File: src/rtl/tcam_pkg.sv
package tcam_pkg;
    typedef enum logic [1:0] {
        WT_NONE    = 2'd0,
        WT_TAKEN   = 2'd1,
        WT_DROPPED = 2'd2
    } wr_trk_e;

    localparam logic [1:0] FLD_TAG = 2'd0;
    localparam logic [1:0] FLD_W0  = 2'd1;
    localparam logic [1:0] FLD_W1  = 2'd2;
    localparam logic [1:0] FLD_NONE = 2'd3;
endpackage

File: src/rtl/tcam_bank_store.sv
module tcam_bank_store
    import tcam_pkg::*;
#(
    parameter int ROWS = 4,
    parameter int KW   = 8,
    parameter int TAGW = 2,
    parameter int RW   = 2
) (
    input  logic            clk,
    input  logic            rst_n,
    input  logic            wr_sel,
    input  logic [RW-1:0]   wr_row,
    input  logic            wr_plane,
    input  logic [1:0]      wr_field,
    input  logic [KW-1:0]   wr_data,
    output logic            wr_conflict,
    input  logic [KW-1:0]   key_w0,
    input  logic [KW-1:0]   key_w1,
    input  logic [TAGW-1:0] key_tag,
    output logic [ROWS-1:0] row_hit
);
    // plane_q[plane][word][row]; plane 1 = value, plane 0 = qualifier
    logic [KW-1:0] plane_q [2][3][ROWS];

    logic [1:0]    fidx;
    logic          field_ok;
    logic [KW-1:0] tag_mask;
    logic [KW-1:0] wdat;
    logic [KW-1:0] opposite;

    assign field_ok = (wr_field != FLD_NONE);
    assign fidx     = field_ok ? wr_field : FLD_TAG;
    assign tag_mask = {{(KW-TAGW){1'b0}}, {TAGW{1'b1}}};
    assign wdat     = (wr_field == FLD_TAG) ? (wr_data & tag_mask) : wr_data;
    assign opposite = plane_q[~wr_plane][fidx][wr_row];

    // Guard: any bit that would end up set in both planes rejects the write
    assign wr_conflict = wr_sel & field_ok & (|(wdat & opposite));

    always_ff @(posedge clk) begin
        if (!rst_n) begin
            for (int p = 0; p < 2; p++)
                for (int f = 0; f < 3; f++)
                    for (int r = 0; r < ROWS; r++)
                        plane_q[p][f][r] <= '0;
        end else if (wr_sel && field_ok && !wr_conflict) begin
            plane_q[wr_plane][fidx][wr_row] <= wdat;
        end
    end

    for (genvar r = 0; r < ROWS; r++) begin : g_row
        logic tag_bad, w0_bad, w1_bad;
        assign tag_bad = |((plane_q[1][FLD_TAG][r][TAGW-1:0] & ~key_tag) |
                           (plane_q[0][FLD_TAG][r][TAGW-1:0] &  key_tag));
        assign w0_bad  = |((plane_q[1][FLD_W0][r] & ~key_w0) |
                           (plane_q[0][FLD_W0][r] &  key_w0));
        assign w1_bad  = |((plane_q[1][FLD_W1][r] & ~key_w1) |
                           (plane_q[0][FLD_W1][r] &  key_w1));
        assign row_hit[r] = ~(tag_bad | w0_bad | w1_bad);
    end
endmodule

File: src/rtl/tcam_first_set.sv
module tcam_first_set #(
    parameter int N  = 4,
    parameter int IW = 2
) (
    input  logic [N-1:0]  vec,
    output logic          found,
    output logic [IW-1:0] idx
);
    always_comb begin
        found = 1'b0;
        idx   = '0;
        for (int i = N - 1; i >= 0; i--) begin
            if (vec[i]) begin
                found = 1'b1;
                idx   = IW'(i);
            end
        end
    end
endmodule

File: src/rtl/tcam_wr_tracker.sv
module tcam_wr_tracker
    import tcam_pkg::*;
(
    input  logic clk,
    input  logic rst_n,
    input  logic wr_en,
    input  logic wr_reject,
    output logic wr_dropped
);
    wr_trk_e state_q, state_d;

    always_comb begin
        state_d = state_q;
        unique case (state_q)
            WT_NONE, WT_TAKEN, WT_DROPPED: begin
                if (wr_en) state_d = wr_reject ? WT_DROPPED : WT_TAKEN;
            end
            default: state_d = WT_NONE;
        endcase
    end

    always_ff @(posedge clk) begin
        if (!rst_n) state_q <= WT_NONE;
        else        state_q <= state_d;
    end

    always_comb begin
        unique case (state_q)
            WT_DROPPED: wr_dropped = 1'b1;
            WT_NONE,
            WT_TAKEN:   wr_dropped = 1'b0;
            default:    wr_dropped = 1'b0;
        endcase
    end
endmodule

File: src/rtl/tcam_guarded.sv
module tcam_guarded
    import tcam_pkg::*;
#(
    parameter int NBANK = 2,
    parameter int ROWS  = 4,
    parameter int SPAN  = 2,
    parameter int KW    = 8,
    parameter int TAGW  = 2,
    localparam int BW   = (NBANK > 1) ? $clog2(NBANK) : 1,
    localparam int RW   = (ROWS > 1) ? $clog2(ROWS) : 1,
    localparam int NENT = ROWS * (NBANK / SPAN),
    localparam int IW   = (NENT > 1) ? $clog2(NENT) : 1,
    localparam int KEYW = SPAN * 2 * KW
) (
    input  logic            clk,
    input  logic            rst_n,
    input  logic            wr_en,
    input  logic [BW-1:0]   wr_bank,
    input  logic [RW-1:0]   wr_row,
    input  logic            wr_plane,
    input  logic [1:0]      wr_field,
    input  logic [KW-1:0]   wr_data,
    input  logic            en_we,
    input  logic [IW-1:0]   en_index,
    input  logic            en_val,
    input  logic            lk_valid,
    input  logic [KEYW-1:0] lk_key,
    input  logic [TAGW-1:0] lk_tag,
    output logic            lk_hit,
    output logic [IW-1:0]   lk_index,
    output logic            wr_dropped
);
    logic [ROWS-1:0]  bank_hit [NBANK];
    logic [NBANK-1:0] bank_conf;
    logic             wr_reject;
    logic [NENT-1:0]  ent_en;
    logic [NENT-1:0]  ent_match;
    logic             any_match;
    logic [IW-1:0]    win_idx;

    for (genvar b = 0; b < NBANK; b++) begin : g_bank
        localparam int SLOT = b % SPAN;
        tcam_bank_store #(.ROWS(ROWS), .KW(KW), .TAGW(TAGW), .RW(RW)) bank_i (
            .clk        (clk),
            .rst_n      (rst_n),
            .wr_sel     (wr_en && (wr_bank == BW'(b))),
            .wr_row     (wr_row),
            .wr_plane   (wr_plane),
            .wr_field   (wr_field),
            .wr_data    (wr_data),
            .wr_conflict(bank_conf[b]),
            .key_w0     (lk_key[SLOT*2*KW +: KW]),
            .key_w1     (lk_key[(SLOT*2+1)*KW +: KW]),
            .key_tag    (lk_tag),
            .row_hit    (bank_hit[b])
        );
    end

    assign wr_reject = |bank_conf;

    // An entry hits only when its row hits in every bank it spans
    for (genvar e = 0; e < NENT; e++) begin : g_ent
        localparam int GRP = e / ROWS;
        localparam int ROW = e % ROWS;
        logic [SPAN-1:0] slot_hit;
        for (genvar s = 0; s < SPAN; s++) begin : g_slot
            assign slot_hit[s] = bank_hit[GRP*SPAN + s][ROW];
        end
        assign ent_match[e] = ent_en[e] & (&slot_hit);
    end

    tcam_first_set #(.N(NENT), .IW(IW)) pick_i (
        .vec  (ent_match),
        .found(any_match),
        .idx  (win_idx)
    );

    always_ff @(posedge clk) begin
        if (!rst_n) begin
            ent_en <= '0;
        end else if (en_we) begin
            ent_en[en_index] <= en_val;
        end
    end

    always_ff @(posedge clk) begin
        if (!rst_n) begin
            lk_hit   <= 1'b0;
            lk_index <= '0;
        end else begin
            lk_hit   <= lk_valid & any_match;
            lk_index <= (lk_valid & any_match) ? win_idx : '0;
        end
    end

    tcam_wr_tracker trk_i (
        .clk       (clk),
        .rst_n     (rst_n),
        .wr_en     (wr_en),
        .wr_reject (wr_reject),
        .wr_dropped(wr_dropped)
    );
endmodule

File: config.mk
export PLATFORM = sky130hd
export DESIGN_NAME = tcam_guarded
export DESIGN_NICKNAME = d
export VERILOG_FILES = /design/src/rtl/tcam_pkg.sv /design/src/rtl/tcam_bank_store.sv /design/src/rtl/tcam_first_set.sv /design/src/rtl/tcam_wr_tracker.sv /design/src/rtl/tcam_guarded.sv
export SDC_FILE = /design/constraint.sdc
export NUM_CORES = 1
export LEC_CHECK = 0
export ABC_CLOCK_PERIOD_IN_PS = 12090
export BUFFER_PORTS_ARGS = -buffer_cell sky130_fd_sc_hd__buf_4
export CAP_MARGIN = 15
export CORE_MARGIN = 4
export CORE_UTILIZATION = 67
export CTS_CLUSTER_SIZE = 10
export DETAILED_ROUTE_END_ITERATION = 8
export PLACE_DENSITY = 0.85
export SYNTH_ARGS = -nofsm -noshare
export SYNTH_HDL_FRONTEND = slang
export SYNTH_SLANG_ARGS = --single-unit
File: constraint.sdc
create_clock -name clk -period 12.09 [get_ports clk]
set_clock_uncertainty 0.15 [all_clocks]
set_input_delay 2.418 -clock clk [delete_from_list [all_inputs] [get_ports clk]]
set_output_delay 2.418 -clock clk [all_outputs]
set_load 0.02 [all_outputs]
==> results.py <==
metrics = {
    "timing": {
        "worst_pin_slew_ns": 1.38,
        "fmax_mhz": 130,
        "finalCriticalPeriod_ns": 7.67,
        "maxSlewViolCount": 0,
        "slew-limit-headroom_pct": 7.66,
        "grt_setup_unrepaired": "false",
        "setup_tns_ns": 0,
        "hold_viol": 0,
        "fin_crit_sh_pct": 63.5,
        "setup_viol": 0,
    },
    "worst_setup_path": {
        "endpoint_kind": "register",
        "required_ns": 12.09,
        "cpMostUsedCell": "buf_4",
        "worst-path-max-fanout": 58,
        "path_buf_inv": 4,
        "ff2ff_setup_slack_ns": 7.28,
        "critPathKind": "primary input to register",
        "arrival_ns": 7.67,
        "startpoint_type": "primary input",
        "cp_slowest_stage_delay_ns": 1.06,
        "path_delay_family": "simple AND/OR/NAND/NOR gates",
        "cp_slowest_cell": "o31ai_1",
        "reg2regPathDepth": 8,
        "crit_path_cell_trace": "buf_4, inv_1, ha_2, buf_4, nor2b_1, a22oi_1, o2111ai_1, o2111ai_1, nor4_1, a221oi_2, or3b_4, buf_4, o31ai_1",
        "crit_cells": 13,
    },
    "logic_synthesis": {
        "ys_seq_elements": 393,
        "synth_area_per_cell_um2": 13.9,
        "synthCells": 1398,
        "ys_types": 62,
        "synth_area_um2": 19400,
        "synth_warnings": 0,
        "synth_ff_type": "edfxtp_1",
        "synth_edf_count": 384,
        "async_flop_share_pct": 0,
        "synth.yosys.seq_area_share_pct": 60.2,
        "syn_nets": 1459,
    },
    "floorplan": {
        "rows": 62,
        "die_h_um": 178,
        "dieArea_um2": 31800,
        "start_util_pct": 67.9,
        "ios": 60,
        "coreArea_um2": 28600,
        "die_w_um": 178,
    },
    "pwr": {
        "seq_power_share_pct": 49.6,
        "sw_frac_of_total_pct": 25.0,
        "p_total_mw": 3.21,
        "ir_drop_v": 0.000149,
        "p_int_mw": 2.41,
        "p_sw_uw": 803,
        "pwr-share-comb_pct": 10.6,
        "leakagePower_nw": 7.38,
        "pwr-share-clk_pct": 39.8,
        "p_per_area_nw_per_um2": 150,
    },
    "status": {
        "status": "finished clean",
    },
    "flow_run": {
        "maxCapViolations": 0,
    },
    "routing": {
        "wirelength_um": 77100,
        "drc": 0,
        "wire_per_inst_um": 42.0,
        "firstDrtPassIters": 9,
        "detail-route-antenna-nets": 0,
        "vias_per_cell": 8.10,
        "drt_iter0_markers": 3198,
        "vias": 14863,
    },
    "final_layout": {
        "fin_cells": 1835,
        "final_cell_mix": "edfxtp_1, nor3_1, mux2i_1",
        "synthToLayoutAreaGrowth_pct": 9.87,
        "drive_gt1_share_pct": 20.4,
        "final_common_cell": "edfxtp_1",
        "seq_area_um2": 11700,
        "fin_nets": 1485,
        "utilization_pct": 74.6,
        "fillers": 1753,
        "multiInputGateArea_um2": 6930,
    },
    "global_routing": {
        "grt_max_degree": 86,
        "grt_pass1_wl_um": 106000,
        "grt_use_total_pct": 48.7,
        "grt_pass1_vias": 14306,
        "antenna_found_initial": 4,
        "grt_overflow": 0,
    },
    "clock_network": {
        "clock_sinks": 393,
        "post_cts_resized": 0,
        "numCtsBuffers": 46,
        "clk_pin_slew_ns": 0.05,
        "root_buffer": "clkbuf_16",
        "cts_tree": "yes",
        "clk_path_buf_depth": 3,
        "htree_levels": 2,
        "hold_buffers": 0,
        "cts_setup_buffers": 0,
        "clock_latency_ns": 0.55,
    },
    "place": {
        "placement.io_buffers": 59,
        "place.gp.congestion": 1.12,
        "dp_cells": 1748,
        "dpl.hpwl_um": 55000,
    },
    "hold_path": {
        "holdPathStages": 1,
        "hp-class": "register to register",
    },
}
cells by family (layout without fill, tap and decap cells):
logic type                 after synthesis  after routing  synth area share (%)
AOI/OAI and AO/OA                      181            181                  6.66
adders and majority gates                5              5                 0.322
buffers and inverters                  160            210                  4.16
DFF                                    393            393                  60.2
muxes                                  216            216                  15.8
other                                    0              3                     0
and+or+nand+nor                        443            443                  12.8
area by class of cell:
cell class	instances	area share, %
Antenna cell	3	0.0351
Clock buffer	69	6.09
Clock inverter	3	0.193
Inverter	39	0.685
Multi-Input combinational cell	845	32.4
Sequential cell	393	54.8
Tap cell	384	2.25
Timing Repair Buffer	99	3.47
registers in the layout, indices dropped and copies added (netlist names):
signal                 cells
g_bank.bank_i.plane_q    384
ent_en                     4
lk_hit                     1
lk_index                   2
trk_i.state_q              2
power by group through the flow:
| stage | logic [mW] | registers [mW] | clock network, mW |
|---|---|---|---|
| 3_3_place_gp | 0.312 | 1.61 | 0 |
| 2_1_floorplan | 0.193 | 1.59 | 0 |
| 3_5_place_dp | 0.315 | 1.61 | 0 |
| 6_report | 0.340 | 1.59 | 1.28 |
| 4_1_cts | 0.317 | 1.59 | 1.27 |
| 5_1_grt | 0.340 | 1.59 | 1.32 |
cells in the mapped netlist, drive strengths merged (5+ instances only):
master | number | area share [%]
edfxtp | 384 | 59
nor3 | 210 | 6.7
mux2i | 138 | 7.1
mux4 | 72 | 8.3
nand2 | 66 | 1.3
buf | 63 | 2.3
clkbuf | 58 | 1.1
o21ai | 50 | 1.3
a22oi | 44 | 1.7
nor2 | 43 | 0.83
inv | 39 | 0.75
nand4 | 30 | 0.97
nand3 | 26 | 0.67
a221oi | 17 | 0.80
nor2b | 17 | 0.55
nand2b | 13 | 0.42
nor4 | 11 | 0.39
a21oi | 10 | 0.26
a22o | 10 | 0.45
dfxtp | 9 | 0.93
and3 | 7 | 0.23
o2111ai | 7 | 0.32
o31ai | 7 | 0.27
mux2 | 6 | 0.35
o211ai | 6 | 0.23
and2 | 5 | 0.16
ha | 5 | 0.32
worst reg2reg max path: stages (launching register included):
cell	delay, ns
edfxtp_1	0.50
mux4_2	0.50
a22oi_1	0.25
o32ai_1	0.22
nor4_1	0.52
a221oi_2	0.18
or3b_4	0.58
buf_4	0.41
o31ai_1	1.10
path summary, 6_finish.rpt:
| path | startpoint | endpoint |
|---|---|---|
| max | wr_field[1] | g_bank[0].bank_i.plane_q[1][30]$_DFFE_PP_ |
| min | trk_i.state_q[1]$_SDFFE_PN0P_ | trk_i.state_q[1]$_SDFFE_PN0P_ |
| max reg2reg | g_bank[0].bank_i.plane_q[1][35]$_DFFE_PP_ | g_bank[0].bank_i.plane_q[1][30]$_DFFE_PP_ |
| min reg2reg | trk_i.state_q[1]$_SDFFE_PN0P_ | trk_i.state_q[1]$_SDFFE_PN0P_ |
per-stage QoR:
step / area (µm²) / hold slack [ns] / setup WS, ns
after detailed placement: 19900 / 0.356 / 4.20
after floorplan: 19400 / 0.303 / 5.80
after global placement: 19900 / 0.335 / 4.31
final: 21400 / 0.368 / 4.42
after CTS: 21300 / 0.364 / 4.65
after global routing: 21400 / 0.403 / 4.30
layer usage:
layer  track usage (%)  wire length, µm  part of all wire [%]
met1              60.1            24200                    31
met2              71.5            32900                    43
met3              18.6            12100                    16
met4              33.1             7630                   9.9
met5              3.21              131                  0.17
Power figures use the tool's default switching activity.
